==> config.mk <==
export PLATFORM = sky130hd
export DESIGN_NAME = nibm_top
export DESIGN_NICKNAME = d
export VERILOG_FILES = /design/src/rtl/nibm_pkg.sv /design/src/rtl/nibm_fifo.sv /design/src/rtl/nibm_credit.sv /design/src/rtl/nibm_top.sv
export SDC_FILE = /design/constraint.sdc
export NUM_CORES = 1
export LEC_CHECK = 0
export ABC_AREA = 1
export ABC_CLOCK_PERIOD_IN_PS = 8900
export BUFFER_PORTS_ARGS = -buffer_cell sky130_fd_sc_hd__buf_4
export CAP_MARGIN = 20
export CORE_AREA = 8 8 122 124
export CTS_BUF_LIST = sky130_fd_sc_hd__clkbuf_16
export DETAILED_ROUTE_END_ITERATION = 8
export DIE_AREA = 0 0 130 132
export HOLD_SLACK_MARGIN = 0.05
export PLACE_DENSITY = 0.73
export RECOVER_POWER = 100
export SYNTH_ARGS = -nofsm -noshare
export SYNTH_HDL_FRONTEND = slang
export SYNTH_HIERARCHICAL = 1
export SYNTH_SLANG_ARGS = --single-unit
==> constraint.sdc <==
create_clock -name clk -period 8.9 [get_ports clk]
set_input_delay 0.89 -clock clk [delete_from_list [all_inputs] [get_ports clk]]
set_output_delay 0.89 -clock clk [all_outputs]
set_load 0.02 [all_outputs]
==> src/rtl/nibm_pkg.sv <==
package nibm_pkg;
  typedef enum logic {
    KIND_REQ  = 1'b0,
    KIND_RESP = 1'b1
  } msg_kind_e;

  function automatic int idx_width(input int n);
    return (n > 1) ? $clog2(n) : 1;
  endfunction
endpackage

==> src/rtl/nibm_fifo.sv <==
module nibm_fifo #(
  parameter int W     = 8,
  parameter int DEPTH = 4,
  localparam int AW   = nibm_pkg::idx_width(DEPTH),
  localparam int NW   = $clog2(DEPTH + 1)
) (
  input  logic          clk,
  input  logic          rst,
  input  logic          push,
  input  logic [W-1:0]  din,
  input  logic          pop,
  output logic [W-1:0]  dout,
  output logic          valid,
  output logic [NW-1:0] count
);
  logic [W-1:0]  mem [DEPTH];
  logic [AW-1:0] wp, rp;
  logic [NW-1:0] n;
  logic          do_push, do_pop;

  function automatic logic [AW-1:0] step(input logic [AW-1:0] p);
    return (p == AW'(DEPTH - 1)) ? '0 : p + 1'b1;
  endfunction

  assign do_pop  = pop && (n != '0);
  assign do_push = push && ((n != NW'(DEPTH)) || do_pop);

  always_ff @(posedge clk) begin
    if (do_push) mem[wp] <= din;
  end

  always_ff @(posedge clk) begin
    if (rst) begin
      wp <= '0;
      rp <= '0;
      n  <= '0;
    end else begin
      if (do_push) wp <= step(wp);
      if (do_pop)  rp <= step(rp);
      case ({do_push, do_pop})
        2'b10:   n <= n + 1'b1;
        2'b01:   n <= n - 1'b1;
        default: n <= n;
      endcase
    end
  end

  assign dout  = mem[rp];
  assign valid = (n != '0);
  assign count = n;
endmodule

==> src/rtl/nibm_credit.sv <==
module nibm_credit #(
  parameter int SRCS  = 3,
  parameter int K     = 2,
  parameter int SRC_W = 2,
  localparam int CW   = $clog2(K + 1)
) (
  input  logic               clk,
  input  logic               rst,
  input  logic               take_v,
  input  logic [SRC_W-1:0]   take_src,
  input  logic               give_v,
  input  logic [SRC_W-1:0]   give_src,
  output logic               ok,
  output logic [SRCS*CW-1:0] cnt_flat
);
  logic [SRCS-1:0] ok_vec;

  for (genvar i = 0; i < SRCS; i++) begin : g_src
    logic [CW-1:0] c;
    logic hit, nz, dec, inc;
    assign hit = (take_src == SRC_W'(i));
    assign nz  = (c != '0);
    assign dec = take_v && hit && nz;
    assign inc = give_v && (give_src == SRC_W'(i)) && (c != CW'(K));
    always_ff @(posedge clk) begin
      if (rst) c <= CW'(K);
      else     c <= c - CW'(dec) + CW'(inc);
    end
    assign ok_vec[i] = hit && nz;
    assign cnt_flat[i*CW +: CW] = c;
  end

  assign ok = |ok_vec;
endmodule

==> src/rtl/nibm_top.sv <==
module nibm_top #(
  parameter int NODES    = 4,
  parameter int K        = 2,
  parameter int DATA_W   = 16,
  localparam int SRCS    = NODES - 1,
  localparam int SRC_W   = nibm_pkg::idx_width(SRCS),
  localparam int RQ_DEP  = SRCS * K,
  localparam int RQ_CW   = $clog2(RQ_DEP + 1),
  localparam int RS_CW   = $clog2(K + 1),
  localparam int CW      = $clog2(K + 1)
) (
  input  logic              clk,
  input  logic              rst,
  input  logic              in_valid,
  input  logic              in_is_resp,
  input  logic [SRC_W-1:0]  in_src,
  input  logic [DATA_W-1:0] in_data,
  input  logic              rel_valid,
  input  logic [SRC_W-1:0]  rel_src,
  output logic              nack_valid,
  output logic [SRC_W-1:0]  nack_src,
  output logic              rq_valid,
  output logic [SRC_W-1:0]  rq_src,
  output logic [DATA_W-1:0] rq_data,
  input  logic              rq_pop,
  output logic              rs_valid,
  output logic [SRC_W-1:0]  rs_src,
  output logic [DATA_W-1:0] rs_data,
  input  logic              rs_pop
);
  import nibm_pkg::*;

  msg_kind_e                  kind;
  logic                       is_req, is_resp, cred_ok, rq_push;
  logic [SRCS*CW-1:0]         cred_cnt;
  logic [RQ_CW-1:0]           rq_cnt;
  logic [RS_CW-1:0]           rs_cnt;
  logic [SRC_W+DATA_W-1:0]    rq_word, rs_word;

  assign kind    = msg_kind_e'(in_is_resp);
  assign is_req  = in_valid && (kind == KIND_REQ);
  assign is_resp = in_valid && (kind == KIND_RESP);
  assign rq_push = is_req && cred_ok;

  nibm_credit #(.SRCS(SRCS), .K(K), .SRC_W(SRC_W)) u_cred (
    .clk(clk), .rst(rst),
    .take_v(is_req), .take_src(in_src),
    .give_v(rel_valid), .give_src(rel_src),
    .ok(cred_ok), .cnt_flat(cred_cnt)
  );

  nibm_fifo #(.W(SRC_W + DATA_W), .DEPTH(RQ_DEP)) u_rq (
    .clk(clk), .rst(rst),
    .push(rq_push), .din({in_src, in_data}),
    .pop(rq_pop), .dout(rq_word), .valid(rq_valid), .count(rq_cnt)
  );

  nibm_fifo #(.W(SRC_W + DATA_W), .DEPTH(K)) u_rs (
    .clk(clk), .rst(rst),
    .push(is_resp), .din({in_src, in_data}),
    .pop(rs_pop), .dout(rs_word), .valid(rs_valid), .count(rs_cnt)
  );

  assign {rq_src, rq_data} = rq_word;
  assign {rs_src, rs_data} = rs_word;

  always_ff @(posedge clk) begin
    if (rst) begin
      nack_valid <= 1'b0;
      nack_src   <= '0;
    end else begin
      nack_valid <= is_req && !cred_ok;
      nack_src   <= in_src;
    end
  end
endmodule

==> flow_summary.rst <==
.. list-table::
   :header-rows: 1

   * - Metric
     - Value
   * - Post-synth EDFFs
     - ~140
   * - Sequential area share after synthesis
     - about 71%
   * - Count of endpoints failing setup in the final report
     - 0
   * - Most used cell along the critical path
     - sky130_fd_sc_hd__nand2_1
   * - Global-route total usage across every layer
     - between 10% and 20%
   * - Unique masters post-synth
     - 33
   * - Worst Setup End Kind
     - output port
   * - Fraction of power consumed by sequential logic
     - between 40% and 50%
   * - Number of antenna-violating nets in the routed design
     - 0
   * - Reg2reg setup slack
     - 5.76 ns
   * - H-Tree Depth
     - 4
   * - Power density of the placed cells
     - 245 mW/mm²
   * - Via count of the first global-routing pass
     - 4609
   * - Min-delay src
     - u_rq/rp[2]$_SDFFE_PP0N_
   * - Number of port buffers
     - 67
   * - Terminating pin of the worst hold path
     - u_rq/rp[2]$_SDFFE_PP0N_
   * - Post-synthesis area per instance
     - about 12 µm²
   * - Die width
     - ~130 µm
   * - Die Y-Extent
     - 132 µm
   * - Max-slew headroom
     - -23.5%
   * - Global placement routability congestion
     - 0.826
   * - Combinational power share
     - 15.0%
   * - Cell type with the highest aggregate area in the netlist
     - sky130_fd_sc_hd__edfxtp_1
   * - Sw frac
     - a little over a quarter
   * - Area fraction of the dominant cell type after synthesis
     - a little over three fifths
   * - Clock-pin slew on the worst setup and hold paths
     - roughly 0.060 ns
   * - Post-synthesis to final-layout area growth
     - 14.7%
   * - Effective utilization at floorplan
     - between 50% and 60%
   * - Aggregate global routing overflow
     - 0
   * - Number of instances in the synthesized netlist
     - between 500 and 600
   * - Syn Nets
     - 600
   * - Post-synthesis cell area
     - between 0.006 and 0.007 mm²
   * - Quantity of gates resized following cts
     - 0
   * - Antenna violations before repair
     - 0
   * - R2R Path Start
     - u_cred/g_src[2].c[1]$_SDFF_PP1_
   * - Depth of the most critical reg-to-reg path
     - 11
   * - Largest driver fanout on the critical path
     - between 50 and 60
   * - Setup TNS
     - 0 ns
   * - Worst-case hold slack
     - between 0.4 and 0.5 ns
   * - Buffers & Inverters on Critical Path
     - 2
   * - Commonest cells post-synth
     - sky130_fd_sc_hd__edfxtp_1, sky130_fd_sc_hd__nand2_1, sky130_fd_sc_hd__nor2_1
   * - Core Rows
     - 42
   * - Via count normalized by instance count
     - between 5 and 6
   * - Reported max-cap violation count
     - 1
   * - Number of nets in the layout
     - about 670
   * - Cell class contributing the biggest share of worst-path delay
     - flip-flops
   * - Worst clock skew
     - approximately 0.0071 ns
   * - Post-CTS Setup Bufs
     - 0
   * - Final hold violations
     - 0
   * - Overall routed net length
     - approximately 14000 µm
   * - CTS tree
     - built
   * - Cells along the critical path
     - inv_4 -> nand2_1 -> nand3_1 -> nand2_1 -> o22ai_1 -> clkbuf_1
   * - Initial detailed-routing violation count
     - approximately 360
   * - Num Clock Sinks
     - between 150 and 200
   * - Final critical-path share of the clock period
     - between 40% and 50%
   * - Crit Path Class
     - reg2out
   * - Worst slew pin tran
     - around 1.9 ns
   * - Failing checks
     - capacitance limit, slew limit
   * - Number of synthesized register bits
     - 170
   * - Leakage
     - 2.89 nW
   * - Num CTS Buffers
     - 17
   * - Clock Latency Late Sink
     - between 0.4 and 0.5 ns
   * - Clk root buf
     - sky130_fd_sc_hd__clkbuf_16
   * - Peak supply drop
     - roughly 0.14 mV
   * - Post-detailed-route DRC marker count
     - 0
   * - Total I/O pin count
     - 68
   * - Cells taking the most area after synthesis
     - sky130_fd_sc_hd__edfxtp_1, sky130_fd_sc_hd__dfxtp_1, sky130_fd_sc_hd__nand2_1
   * - Bufs on Longest Clock Path
     - 2
   * - Fraction of power consumed by the clock network
     - around 37%
   * - Most repeated cell in the gate-level netlist after synthesis
     - sky130_fd_sc_hd__edfxtp_1
   * - Hold path cells
     - 2
   * - Slowest stage cell on the critical path
     - sky130_fd_sc_hd__dfxtp_1
   * - Minimum period implied by the final worst setup slack
     - between 4 and 5 ns
   * - Detailed-route via count
     - between 4000 and 5000
   * - Number of detailed-route iterations in the first pass
     - 4
   * - Synth warnings
     - 6
   * - Final design utilization
     - 60.6%
   * - Avg WL per Cell
     - roughly 17 µm
   * - Delay of the slowest critical-path stage
     - 1.57 ns
   * - Pin count of the biggest net entering global routing
     - 56
   * - Fraction of layout cells with a size suffix above 1
     - around an eighth
   * - Die Outline Area
     - between 0.015 and 0.02 mm²
   * - Type of the tightest min-delay check
     - reg2reg
   * - Hold buffer count at CTS
     - 0
   * - Highest clock frequency the design can meet
     - 237 MHz
   * - Internal power
     - 0.00141 W
   * - Run status
     - complete, but fails checks
   * - Critical Path RT
     - ~8.0 ns
   * - Setup repair after global routing missed its margin
     - false
   * - Worst Setup Start Kind
     - flip-flop
   * - Global-route wire length before repair
     - about 23000 µm
   * - HPWL after DPL
     - 8950 µm
   * - Arrival @ worst endpoint
     - around 3.3 ns
   * - End of the worst register-to-register path
     - u_rq/mem[0][13]$_DFFE_PP_
   * - Switching power
     - a little over 0.0005 W
   * - Core Footprint
     - approximately 0.013 mm²
   * - Primary FF master, synth
     - sky130_fd_sc_hd__edfxtp_1
   * - Inserted Diodes
     - 0
   * - Post-synthesis async set-or-reset flop share
     - 0%
   * - Number of max-slew violations in the final report
     - 56
==> power by group through the flow <==
stage / combinational [W] / clock (W) / sequential, W
3_3_place_gp: 0.000303 / 0 / 0.000943
5_1_grt: 0.000323 / 0.000750 / 0.000928
6_report: 0.000289 / 0.000712 / 0.000924
4_1_cts: 0.000321 / 0.000721 / 0.000924
3_5_place_dp: 0.000318 / 0 / 0.000941
2_1_floorplan: 0.000227 / 0 / 0.000914
==> per-layer routing <==
metal | share of wire, % | wire length [µm] | GRT usage [%] | vias up
met5 | 0 | 0 | 0 | -
met4 | 1.8 | 267 | 6.33 | 0
met3 | 5.2 | 758 | 3.92 | 19
met2 | 52 | 7580 | 31.2 | 156
met1 | 41 | 5880 | 19.9 | 2167
li1 | - | - | - | 2132
==> layout by cell type (no fill, tap or decap), drive strengths merged, types with 3 or more instances in the layout <==
| cell | instances |
|---|---|
| mux2 | 18 |
| nor2 | 46 |
| dfxtp | 26 |
| buf | 13 |
| inv | 54 |
| o21ai | 25 |
| bufinv | 3 |
| clkinv | 5 |
| nand3 | 40 |
| nand2 | 129 |
| ha | 6 |
| clkbuf | 79 |
| nor3 | 3 |
| o22ai | 18 |
| nand4 | 4 |
| a21oi | 29 |
| edfxtp | 144 |
==> sequential cells by signal (all words and copies together), names as in the netlist, named ones only <==
register	flops
u_cred/g_src.c	6
u_rq/rp	3
u_rs/wp	1
u_rq/count	3
u_rs/count	2
nack_valid	1
nack_src	2
u_rq/wp	3
u_rs/mem	36
u_rq/mem	108
u_rs/rp	1
==> through the flow <==
step	setup WS (ns)	std cells	power, W	instance area (µm²)
floorplan	5.07	566	0.00114	6860
global placement	5.86	793	0.00125	7530
detailed placement	5.80	794	0.00126	7550
CTS	5.46	826	0.00197	8130
global route	4.33	828	0.00200	7860
finish	4.68	828	0.00192	7860
==> how the worst max path moves through the flow <==
stage                                 to  slack (ns)  depth (start not counted)  startpoint
2_1_floorplan   u_rq/mem[4][0]$_DFFE_PP_        5.07                          8   in_src[0]
3_3_place_gp                   rq_src[0]        5.86                          6   flip-flop
3_5_place_dp   u_rq/mem[1][10]$_DFFE_PP_        5.80                         11   in_src[0]
4_1_cts                       rq_data[9]        5.46                          6   flip-flop
5_1_grt                       rq_data[9]        4.33                          6   flip-flop
6_report                      rq_data[9]        4.68                          6   flip-flop
==> kinds of logic (layout without fill, tap and decap cells) <==
| kind of cell | after synthesis | after routing | synth area share (%) |
|---|---|---|---|
| DFF | 170 | 170 | 70.7 |
| adders and majority gates | 7 | 7 | 1.39 |
| muxes | 18 | 18 | 2.96 |
| AOI/OAI and AO/OA | 75 | 75 | 6.06 |
| buffers and inverters | 70 | 156 | 4.47 |
| xor gates and xnor gates | 1 | 1 | 0.128 |
| and+or+nand+nor | 225 | 225 | 14.3 |
==> worst register-to-register path, delay by kind of cell (launching register included) <==
| family | cells | cell delay [ns] |
|---|---|---|
| buffers and inverters | 4 | 1.16 |
| flip-flops | 1 | 0.39 |
| AND/OR/NAND/NOR | 7 | 1.19 |
==> final cells by class <==
class / instances / area [µm²]
Clock buffer: 17 / 425
Clock inverter: 15 / 146
Fill cell: 1021 / 5120
Inverter: 49 / 186
Multi-Input combinational cell: 326 / 1680
Sequential cell: 170 / 4840
Tap cell: 176 / 220
Timing Repair Buffer: 75 / 358
Note: power is estimated with default switching activity, not from simulation.
